### src/rtl/gct_pkg.sv
package gct_pkg;
  localparam int BYTE_W = 8;
  localparam int ADDR_W = 2;

  typedef enum logic [ADDR_W-1:0] {
    ADDR_CTL = 2'd0,
    ADDR_CFG = 2'd1,
    ADDR_LO  = 2'd2,
    ADDR_HI  = 2'd3
  } gct_addr_e;

  typedef struct packed {
    logic src_sys;
    logic src_pin;
    logic gate_pol;
    logic gate_en;
    logic wide;
  } gct_cfg_t;

  localparam int CFG_W = $bits(gct_cfg_t);
endpackage

### src/rtl/gct_sync.sv
module gct_sync #(
  parameter int STAGES = 2,
  parameter int WIDTH  = 2
) (
  input  logic             clk,
  input  logic             rst_n,
  input  logic [WIDTH-1:0] d,
  output logic [WIDTH-1:0] q
);
  logic [WIDTH-1:0] stg [STAGES];

  generate
    for (genvar i = 0; i < STAGES; i++) begin : g_stage
      if (i == 0) begin : g_first
        always_ff @(posedge clk or negedge rst_n) begin
          if (!rst_n) stg[0] <= '0;
          else        stg[0] <= d;
        end
      end else begin : g_next
        always_ff @(posedge clk or negedge rst_n) begin
          if (!rst_n) stg[i] <= '0;
          else        stg[i] <= stg[i-1];
        end
      end
    end
  endgenerate

  assign q = stg[STAGES-1];
endmodule

### src/rtl/gct_edge.sv
module gct_edge (
  input  logic clk,
  input  logic rst_n,
  input  logic lvl,
  output logic fall
);
  logic prev_q;

  always_ff @(posedge clk or negedge rst_n) begin
    if (!rst_n) prev_q <= 1'b0;
    else        prev_q <= lvl;
  end

  assign fall = prev_q & ~lvl;


  one_fall_per_edge_chk: assert property (@(posedge clk) disable iff (!rst_n)
    fall |=> !fall);
endmodule

### src/rtl/gct_inc_sel.sv
module gct_inc_sel
  import gct_pkg::*;
(
  input  logic     clk,
  input  logic     rst_n,
  input  logic     run,
  input  gct_cfg_t cfg,
  input  logic     gate_s,
  input  logic     pin_fall,
  input  logic     tick_in,
  output logic     inc
);
  logic gate_ok;
  logic src_hit;

  assign gate_ok = ~cfg.gate_en | (gate_s ^ cfg.gate_pol);

  always_comb begin
    if (cfg.src_pin)      src_hit = pin_fall;
    else if (cfg.src_sys) src_hit = 1'b1;
    else                  src_hit = tick_in;
  end

  assign inc = run & gate_ok & src_hit;


  stopped_no_inc_chk: assert property (@(posedge clk) disable iff (!rst_n)
    !run |-> !inc);

  gate_closed_no_inc_chk: assert property (@(posedge clk) disable iff (!rst_n)
    (cfg.gate_en && (gate_s == cfg.gate_pol)) |-> !inc);
endmodule

### src/rtl/gct_counter.sv
module gct_counter #(
  parameter int BYTE_W = 8,
  parameter int M0_LOW = 5
) (
  input  logic              clk,
  input  logic              rst_n,
  input  logic              inc,
  input  logic              wide,
  input  logic              wr_lo,
  input  logic              wr_hi,
  input  logic [BYTE_W-1:0] wdata,
  input  logic              ovf_clr,
  output logic [BYTE_W-1:0] lo,
  output logic [BYTE_W-1:0] hi,
  output logic              ovf
);
  logic [BYTE_W-1:0] lo_q, hi_q, lo_n, hi_n;
  logic              wrap, carry, wr_any;

  assign wr_any = wr_lo | wr_hi;

  always_comb begin
    lo_n  = lo_q;
    hi_n  = hi_q;
    carry = 1'b0;
    wrap  = 1'b0;
    if (wide) begin
      {hi_n, lo_n} = {hi_q, lo_q} + 1'b1;
      wrap = &{hi_q, lo_q};
    end else begin
      lo_n[M0_LOW-1:0] = lo_q[M0_LOW-1:0] + 1'b1;
      carry = &lo_q[M0_LOW-1:0];
      if (carry) hi_n = hi_q + 1'b1;
      wrap = carry & (&hi_q);
    end
  end

  always_ff @(posedge clk or negedge rst_n) begin
    if (!rst_n) begin
      lo_q <= '0;
      hi_q <= '0;
    end else if (wr_any) begin
      if (wr_lo) lo_q <= wdata;
      if (wr_hi) hi_q <= wdata;
    end else if (inc) begin
      lo_q <= lo_n;
      hi_q <= hi_n;
    end
  end

  always_ff @(posedge clk or negedge rst_n) begin
    if (!rst_n)                     ovf <= 1'b0;
    else if (inc && !wr_any && wrap) ovf <= 1'b1;
    else if (ovf_clr)               ovf <= 1'b0;
  end

  assign lo = lo_q;
  assign hi = hi_q;


  write_wins_chk: assert property (@(posedge clk) disable iff (!rst_n)
    wr_lo |=> lo_q == $past(wdata));

  other_byte_holds_chk: assert property (@(posedge clk) disable iff (!rst_n)
    (wr_lo && !wr_hi) |=> $stable(hi_q));

  idle_holds_chk: assert property (@(posedge clk) disable iff (!rst_n)
    (!inc && !wr_any) |=> ($stable(lo_q) && $stable(hi_q)));

  m0_upper_hold_chk: assert property (@(posedge clk) disable iff (!rst_n)
    (!wide && !wr_lo) |=> lo_q[BYTE_W-1:M0_LOW] == $past(lo_q[BYTE_W-1:M0_LOW]));

  wrap_sets_flag_chk: assert property (@(posedge clk) disable iff (!rst_n)
    (inc && !wr_any && wide && (&{hi_q, lo_q})) |=> (ovf && hi_q == '0 && lo_q == '0));

  flag_sticky_chk: assert property (@(posedge clk) disable iff (!rst_n)
    (ovf && !ovf_clr) |=> ovf);
endmodule

### src/rtl/gated_ctr_timer.sv
module gated_ctr_timer
  import gct_pkg::*;
#(
  parameter int SYNC_STAGES = 2,
  parameter int M0_LOW      = 5
) (
  input  logic              clk,
  input  logic              rst_n,
  input  logic              reg_we,
  input  logic [ADDR_W-1:0] reg_addr,
  input  logic [BYTE_W-1:0] reg_wdata,
  input  logic [ADDR_W-1:0] reg_raddr,
  output logic [BYTE_W-1:0] reg_rdata,
  input  logic              cnt_pin,
  input  logic              gate_pin,
  input  logic              tick_in,
  output logic              ovf_flag
);
  localparam int PAD_CTL = BYTE_W - 2;
  localparam int PAD_CFG = BYTE_W - CFG_W;

  logic        run_q;
  gct_cfg_t    cfg_q;
  logic [1:0]  pins_s;
  logic        pin_fall, inc;
  logic        wr_ctl, wr_cfg, wr_lo, wr_hi, ovf_clr;
  logic [BYTE_W-1:0] cnt_lo, cnt_hi;
  logic        ovf;

  assign wr_ctl  = reg_we && (reg_addr == ADDR_CTL);
  assign wr_cfg  = reg_we && (reg_addr == ADDR_CFG);
  assign wr_lo   = reg_we && (reg_addr == ADDR_LO);
  assign wr_hi   = reg_we && (reg_addr == ADDR_HI);
  assign ovf_clr = wr_ctl && !reg_wdata[1];

  always_ff @(posedge clk or negedge rst_n) begin
    if (!rst_n) begin
      run_q <= 1'b0;
      cfg_q <= '0;
    end else begin
      if (wr_ctl) run_q <= reg_wdata[0];
      if (wr_cfg) cfg_q <= gct_cfg_t'(reg_wdata[CFG_W-1:0]);
    end
  end

  gct_sync #(.STAGES(SYNC_STAGES), .WIDTH(2)) u_sync (
    .clk(clk), .rst_n(rst_n), .d({gate_pin, cnt_pin}), .q(pins_s)
  );

  gct_edge u_edge (
    .clk(clk), .rst_n(rst_n), .lvl(pins_s[0]), .fall(pin_fall)
  );

  gct_inc_sel u_sel (
    .clk(clk), .rst_n(rst_n), .run(run_q), .cfg(cfg_q),
    .gate_s(pins_s[1]), .pin_fall(pin_fall), .tick_in(tick_in), .inc(inc)
  );

  gct_counter #(.BYTE_W(BYTE_W), .M0_LOW(M0_LOW)) u_cnt (
    .clk(clk), .rst_n(rst_n), .inc(inc), .wide(cfg_q.wide),
    .wr_lo(wr_lo), .wr_hi(wr_hi), .wdata(reg_wdata), .ovf_clr(ovf_clr),
    .lo(cnt_lo), .hi(cnt_hi), .ovf(ovf)
  );

  always_comb begin
    unique case (gct_addr_e'(reg_raddr))
      ADDR_CTL: reg_rdata = {{PAD_CTL{1'b0}}, ovf, run_q};
      ADDR_CFG: reg_rdata = {{PAD_CFG{1'b0}}, cfg_q};
      ADDR_LO:  reg_rdata = cnt_lo;
      default:  reg_rdata = cnt_hi;
    endcase
  end

  assign ovf_flag = ovf;


  flag_out_chk: assert property (@(posedge clk) disable iff (!rst_n)
    (ovf_flag && !ovf_clr) |=> ovf_flag);

  run_write_keeps_count_chk: assert property (@(posedge clk) disable iff (!rst_n)
    (wr_ctl && !run_q) |=> ($stable(cnt_lo) && $stable(cnt_hi)));
endmodule

### config.mk
export PLATFORM = sky130hd
export DESIGN_NAME = gated_ctr_timer
export DESIGN_NICKNAME = d
export VERILOG_FILES = /design/src/rtl/gct_pkg.sv /design/src/rtl/gct_sync.sv /design/src/rtl/gct_edge.sv /design/src/rtl/gct_inc_sel.sv /design/src/rtl/gct_counter.sv /design/src/rtl/gated_ctr_timer.sv
export SDC_FILE = /design/constraint.sdc
export NUM_CORES = 1
export LEC_CHECK = 0
export ABC_AREA = 1
export BUFFER_PORTS_ARGS = -buffer_cell sky130_fd_sc_hd__buf_2
export CORE_UTILIZATION = 45
export CTS_CLUSTER_DIAMETER = 120
export DETAILED_ROUTE_END_ITERATION = 6
export PLACE_DENSITY_LB_ADDON = 0.25
export SLEW_MARGIN = 20
export SYNTH_ARGS = -nofsm -noshare
export SYNTH_HDL_FRONTEND = slang
export SYNTH_HIERARCHICAL = 1
export SYNTH_SLANG_ARGS = --single-unit
### constraint.sdc
create_clock -name clk -period 3.1 [get_ports clk]
set_clock_uncertainty 0.1 [all_clocks]
set_input_delay 0.62 -clock clk [delete_from_list [all_inputs] [get_ports clk]]
set_output_delay 0.62 -clock clk [all_outputs]
set_load 0.005 [all_outputs]
==> results.py, run 1 <==
metrics = {
    "placed_design": {
        "place_congestion": 0.823,
        "hpwl_mm": 3.52,
        "io_buffer_count": 26,
        "dp_slack_ps": 819,
        "placed_cells": 351,
    },
    "cts": {
        "cts_buffer_depth": 2,
        "cts_tree": "done",
        "numCtsBuffers": 3,
        "post-cts-setup-buffers": 0,
        "hold_buffers": 0,
        "cts.reportedPaths.clkPinSlew_ps": 100,
        "clk_latency_ps": 280,
        "htreeDepth": 1,
        "cts_resized": 0,
        "clkSinkCount": 28,
        "clockRootBuffer": "clkbuf_8",
    },
    "cells_and_area": {
        "nFillCells": 435,
        "area_growth_pct": 12.3,
        "antenna_cells": 0,
        "drive_above_1_share_pct": 17.7,
        "fin_cells": 355,
        "ff_latch_area_um2": 701,
        "multi_input_area_um2": 983,
        "nNetsFinal": 328,
    },
    "power": {
        "powerDensity_nw_per_um2": 776,
        "swShare_pct": 43.2,
        "totalPowerFinal_mw": 1.65,
        "p_sw_mw": 0.715,
        "seqPwrFrac_pct": 40.4,
        "p_leak_nw": 1.14,
        "p_int_mw": 0.938,
        "p_clk_share_pct": 18.0,
        "pwr-share-comb_pct": 41.6,
        "peakVddDrop_mv": 0.408,
    },
    "routing": {
        "vias": 1847,
        "ant_nets": 0,
        "wl_per_cell_um": 12.9,
        "drtPass1Iterations": 5,
        "drt_iter0_markers": 167,
        "drc": 0,
        "viasPerCell": 5.20,
        "wl_mm": 4.60,
    },
    "synthesis": {
        "synth-seq-area-share_pct": 36.9,
        "yosysUniqueCellTypes": 29,
        "avgSynthCellArea_um2": 6.80,
        "yosysMostFrequentCell": "nand2_1",
        "synth_edf_count": 0,
        "async_reset_ff_share_pct": 100,
        "yosysWarnings": 6,
        "synth_area_leaders": "dfrtp_1, nand2_1, nand3_1",
        "synth-seq-cells": 28,
        "syn_area_um2": 1900,
        "postSynthCellCount": 279,
        "synthesis.nets": 301,
        "synth_ff_type": "dfrtp_1",
        "yosys.area.top_type": "dfrtp_1",
        "synth_top_area_share_pct": 36.9,
        "yosys-top-cells-count": "nand2_1, inv_1, nand3_1, dfrtp_1, nor2_1",
    },
    "critical_path": {
        "slowest_stage": "nor3_1",
        "crit_top_cell": "inv_1",
        "critPathTopFamily": "buffers and inverters",
        "cp_num_buf_inv": 5,
        "cp.required_ps": 3180,
        "crit_chain": "buf_2, inv_1, nor3_1, nor2_2, buf_4, inv_2, a21oi_1, nor2_1, o211ai_1, o21ai_0, inv_1",
        "cp-start-kind": "input pin",
        "cpPeakStageDelay_ps": 370,
        "crit_arrival_ps": 2120,
        "path_class": "in -> reg",
        "worstPathMaxFanout": 19,
        "crit_path_end_kind": "register",
    },
    "sta": {
        "finalHoldViolations": 0,
        "slew_viol_final": 0,
        "max_slew_margin_pct": 57.8,
        "period_share_pct": 66.0,
        "fin_ws_ps": 1060,
        "max_freq_ghz": 0.489,
        "finalSetupTns_ps": 0,
        "period_needed_ps": 2040,
        "setup_viol": 0,
        "worstMarginPinSlew_ps": 633,
        "rsz0062_at_grt": "no",
    },
    "floorplanning": {
        "std_cell_rows": 23,
        "core_area_um2": 4030,
        "dieArea_um2": 4480,
        "initial_utilization_pct": 47.1,
        "die_w_um": 66.9,
        "pin_count": 27,
        "fp.dieH_um": 66.9,
    },
    "global_routing": {
        "overflow": 0,
        "grt_max_degree": 29,
        "grt_pass1_wl_mm": 7.56,
        "grt_usage_pct": 22.9,
        "grt_pass1_vias": 1635,
        "antenna_found_initial": 0,
    },
    "run_status": {
        "status": "complete, no violations",
    },
    "flow_run": {
        "maxCapViolCount": 0,
    },
    "min_path": {
        "hp-class": "in -> async",
    },
}
==> state kept, by name (all words and copies together), names as in the netlist <==
| name | flops |
|---|---|
| u_cnt/ovf | 1 |
| u_sync/q | 2 |
| u_edge/prev_q | 1 |
| u_sync/stg | 2 |
| cfg_q | 5 |
| u_cnt/lo | 8 |
| u_cnt/hi | 8 |
| run_q | 1 |
==> cell usage in the layout, fill, tap and decap left out, drive strengths merged <==
cell type and instances:
dfrtp 28, inv 46, buf 27, a21oi 15, clkbuf 3, a32oi 1, bufinv 1, nand4 3
nand2 79, nand3 36, o211ai 2, a22oi 3, xor2 1, o21ai 17, or2 1, nor3 4
ha 4, a31oi 3, nor2 31
==> area by class of cell <==
cell class	instances	share of cell area, %
multi-input cells	200	46.2
flip-flops and latches	28	32.9
inverters	46	8.22
repair buffers	27	6.46
well taps	50	2.94
clock buffers	3	1.94
clock inverters	1	1.41
==> final timing paths <==
| path | start | endpoint | slack [ps] | cells after the start |
|---|---|---|---|---|
| hold reg to reg | u_sync/stg[2]$_DFF_PN0_ | u_sync/q[0]$_DFF_PN0_ | 270 | 0 |
| max in group asynchronous | rst_n | u_cnt/hi[0]$_DFFE_PN0P_ | 2240 | 1 |
| min in group clk | u_sync/stg[2]$_DFF_PN0_ | u_sync/q[0]$_DFF_PN0_ | 270 | 0 |
| hold / removal | rst_n | u_cnt/lo[6]$_DFFE_PN0P_ | 250 | 1 |
| setup / recovery | reg_addr[1] | u_cnt/lo[7]$_DFFE_PN0P_ | 1060 | 11 |
| setup reg to reg | u_cnt/lo[0]$_DFFE_PN0P_ | u_cnt/hi[3]$_DFFE_PN0P_ | 1120 | 10 |
==> kinds of logic (layout without fill, tap and decap cells) <==
family | count (synthesis) | in the layout | share of synthesized area [%]
flops | 28 | 28 | 36.9
compound gates | 41 | 41 | 12.5
simple gates | 154 | 154 | 36.3
buf+inv | 51 | 77 | 11.3
fa+ha+maj | 4 | 4 | 2.64
xor+xnor | 1 | 1 | 0.462
==> per-layer routing <==
| metal | part of all wire (%) | GRT usage [%] |
|---|---|---|
| met1 | 48 | 31.8 |
| met5 | 0 | 0 |
| met4 | 1.3 | 8.51 |
| met3 | 5.5 | 2.91 |
| met2 | 46 | 35.9 |
==> power groups by stage <==
stage	combinational, mW	sequential, mW	clock, mW
finish	0.688	0.667	0.297
floorplan	0.541	0.610	0
detailed placement	0.681	0.675	0
global route	0.797	0.693	0.315
global placement	0.673	0.673	0
CTS	0.686	0.668	0.300
==> metrics by stage <==
stage | util, % | hold slack (ps) | cell area (um2)
after floorplan | - | 224 | 1900
after global placement | 51.1 | 233 | 2060
after detailed placement | 51.1 | 250 | 2060
after CTS | 52.9 | 274 | 2130
after global routing | 52.9 | 277 | 2130
final | 52.9 | 250 | 2130
==> worst reg2reg max path: stages, from the launching register on <==
cell     delay, ps
dfrtp_1        440
ha_1           240
nand2_1        100
nor2_2          50
ha_1           190
or2_4          240
nand3_2         80
nand2_4        110
inv_4          120
a21oi_1         50
a21oi_1        180
(Power assumes the default switching activity.)
==> run 2: changes to the inputs <==
--- a/config.mk
+++ b/config.mk
@@ -5,7 +5,7 @@
 export SDC_FILE = /design/constraint.sdc
 export NUM_CORES = 1
 export LEC_CHECK = 0
-export ABC_AREA = 1
+export ABC_AREA = 0
 export BUFFER_PORTS_ARGS = -buffer_cell sky130_fd_sc_hd__buf_2
 export CORE_UTILIZATION = 45
 export CTS_CLUSTER_DIAMETER = 120
==> constraint.sdc (replaced) <==
create_clock -name clk -period 2 [get_ports clk]
set_clock_uncertainty 0.1 [all_clocks]
set_input_delay 0.4 -clock clk [delete_from_list [all_inputs] [get_ports clk]]
set_output_delay 0.4 -clock clk [all_outputs]
set_load 0.005 [all_outputs]
==> results.py, run 2 <==
metrics = {
    "synthesis": {
        "yosysWarnings": 6,
        "avgSynthCellArea_um2": 9.92,
        "postSynthCellCount": 179,
        "synth_top_area_share_pct": 39.5,
        "yosysUniqueCellTypes": 53,
        "synthesis.nets": 201,
        "muxShareOfSynthArea_pct": 11.3,
        "async_reset_ff_share_pct": 100,
        "synth_top_family_by_area": "simple AND/OR/NAND/NOR gates",
        "yosysMostFrequentCell": "dfrtp_1",
        "yosys.area_share.simple_pct": 20.4,
        "synth_edf_count": 0,
        "synth_compound_area_share_pct": 19.7,
        "synth_ff_type": "dfrtp_1",
        "synth-xor-area-share_pct": 1.97,
        "synth-seq-area-share_pct": 39.5,
        "syn_area_um2": 1780,
        "synth_area_leaders": "dfrtp_1, mux2_2, ha_1",
        "synthAdderAreaFrac_pct": 2.82,
        "yosys-top-cells-count": "dfrtp_1, nor2_1, nand2_1, o21ai_0, a21oi_1",
        "synth-seq-cells": 28,
        "yosys.area.top_type": "dfrtp_1",
    },
    "sta": {
        "fin_ws_ps": 49.4,
        "setup_viol": 0,
        "max_freq_ghz": 0.513,
        "max_slew_margin_pct": 57.4,
        "period_needed_ps": 1950,
        "finalHoldViolations": 0,
        "period_share_pct": 97.5,
        "worstMarginPinSlew_ps": 639,
        "slew_viol_final": 0,
    },
    "cells_and_area": {
        "nNetsFinal": 232,
        "area_growth_pct": 17.9,
        "drive_above_1_share_pct": 29.7,
        "most-common-layout-cells": "dfrtp_1, buf_2, nor2_1",
        "fin_util_pct": 56.3,
        "antenna_cells": 0,
        "fin_cells": 257,
    },
    "min_path": {
        "hp-class": "in -> async",
    },
    "routing": {
        "viasPerCell": 6.08,
        "vias": 1563,
        "drt_iter0_markers": 120,
        "wl_per_cell_um": 18.0,
        "drtPass1Iterations": 4,
        "wl_mm": 4.62,
        "ant_nets": 0,
        "drc": 0,
    },
    "power": {
        "p_leak_nw": 0.900,
        "peakVddDrop_mv": 0.574,
        "powerDensity_nw_per_um2": 1080,
    },
    "floorplanning": {
        "core_area_um2": 3720,
        "dieArea_um2": 4200,
        "initial_utilization_pct": 47.8,
        "die_w_um": 64.8,
        "pin_count": 27,
        "fp.dieH_um": 64.8,
        "std_cell_rows": 22,
    },
    "critical_path": {
        "reg2reg_slack_ps": 90,
        "crit_path_end_kind": "primary output",
        "crit_start": "u_cnt/lo[2]$_DFFE_PN0P_",
        "cp-start-kind": "register",
        "crit_arrival_ps": 1450,
        "path_class": "reg -> out",
        "r2r-end": "u_cnt/hi[4]$_DFFE_PN0P_",
        "ff2ff_path_depth": 8,
        "cp.required_ps": 1500,
        "r2r_start": "u_sync/q[0]$_DFF_PN0_",
        "worstPathMaxFanout": 7,
        "critical_path.endpoint": "reg_rdata[2]",
    },
    "global_routing": {
        "grt_max_degree": 29,
        "grt_usage_pct": 23.7,
        "overflow": 0,
        "antenna_found_initial": 0,
        "grt_pass1_wl_mm": 7.45,
        "grt_pass1_vias": 1528,
    },
    "run_status": {
        "status": "complete, no violations",
    },
    "placed_design": {
        "placed_cells": 252,
        "place_congestion": 0.890,
        "io_buffer_count": 26,
        "hpwl_mm": 3.42,
        "dp_slack_ps": 60.7,
    },
    "cts": {
        "clkSinkCount": 28,
        "clockRootBuffer": "clkbuf_8",
        "cts_buffer_depth": 2,
        "cts_tree": "done",
        "hold_buffers": 0,
        "htreeDepth": 1,
        "cts.reportedPaths.clkPinSlew_ps": 100,
        "clk_latency_ps": 280,
        "numCtsBuffers": 3,
    },
    "flow_run": {
        "maxCapViolCount": 0,
    },
}
[run 2: worst min-delay path by stage]
| stage | from | endpoint | slack (ps) |
|---|---|---|---|
| 4_1_cts | rst_n | u_edge/prev_q$_DFF_PN0_ | 50 |
| 3_5_place_dp | u_sync/stg[3]$_DFF_PN0_ | u_sync/q[1]$_DFF_PN0_ | 250 |
| 2_1_floorplan | rst_n | cfg_q[0]$_DFFE_PN0P_ | 4 |
| 3_3_place_gp | u_sync/stg[3]$_DFF_PN0_ | u_sync/q[1]$_DFF_PN0_ | 230 |
| 5_1_grt | rst_n | cfg_q[3]$_DFFE_PN0P_ | 60 |
| 6_report | rst_n | u_edge/prev_q$_DFF_PN0_ | 30 |
[run 2: area by class of cell]
type	count	area (um2)
clock buffers	3	41.3
clock inverters	1	30.0
fillers	335	1620
inverters	3	11.3
multi-input cells	136	1020
flip-flops and latches	28	703
well taps	48	60.1
repair buffers	38	224
[run 2: per-layer routing]
metal | global-route usage (%) | routed length (um) | share of wire, % | vias up
li1 | - | - | - | 737
met1 | 32.2 | 2020 | 44 | 756
met5 | 0 | 0 | 0 | -
met2 | 38.4 | 2220 | 48 | 64
met4 | 8.33 | 45 | 0.97 | 0
met3 | 3.52 | 335 | 7.2 | 6
[run 2: timing repair]
item | in CTS | in global routing
endpoints found under the setup margin | 0 | 10
resized for setup | 0 | 8
setup buffers | 0 | 1
[run 2: stage by stage]
step / power, mW / hold WS, ps / cell area (um2) / TNS [ps]
2_1_floorplan: 1.44 / 4.41 / 1780 / 0
3_3_place_gp: 1.74 / 234 / 1980 / 0
3_5_place_dp: 1.76 / 246 / 1980 / 0
4_1_cts: 2.22 / 49.7 / 2050 / 0
5_1_grt: 2.40 / 62.5 / 2090 / -16.8
6_report: 2.26 / 26.8 / 2090 / 0
[run 2: power by group]
part	internal (mW)	leakage, nW	switching, mW	total (mW)
Clock	0.268	0.0357	0.186	0.455
Combinational	0.417	0.539	0.446	0.863
Sequential	0.724	0.325	0.221	0.944
[run 2: kinds of logic after synthesis]
| group | after synthesis |
|---|---|
| AND/OR/NAND/NOR | 62 |
| AO/OA/AOI/OAI | 50 |
| flip-flops | 28 |
| multiplexers | 16 |
| buffers and inverters | 15 |
| XOR/XNOR | 4 |
| adder cells (fa/ha/maj) | 4 |
[run 2: critical path: stages, from the launching register on]
cell	delay [ps]
dfrtp_1	410
buf_4	170
mux2_1	290
a22o_1	180
buf_2	120
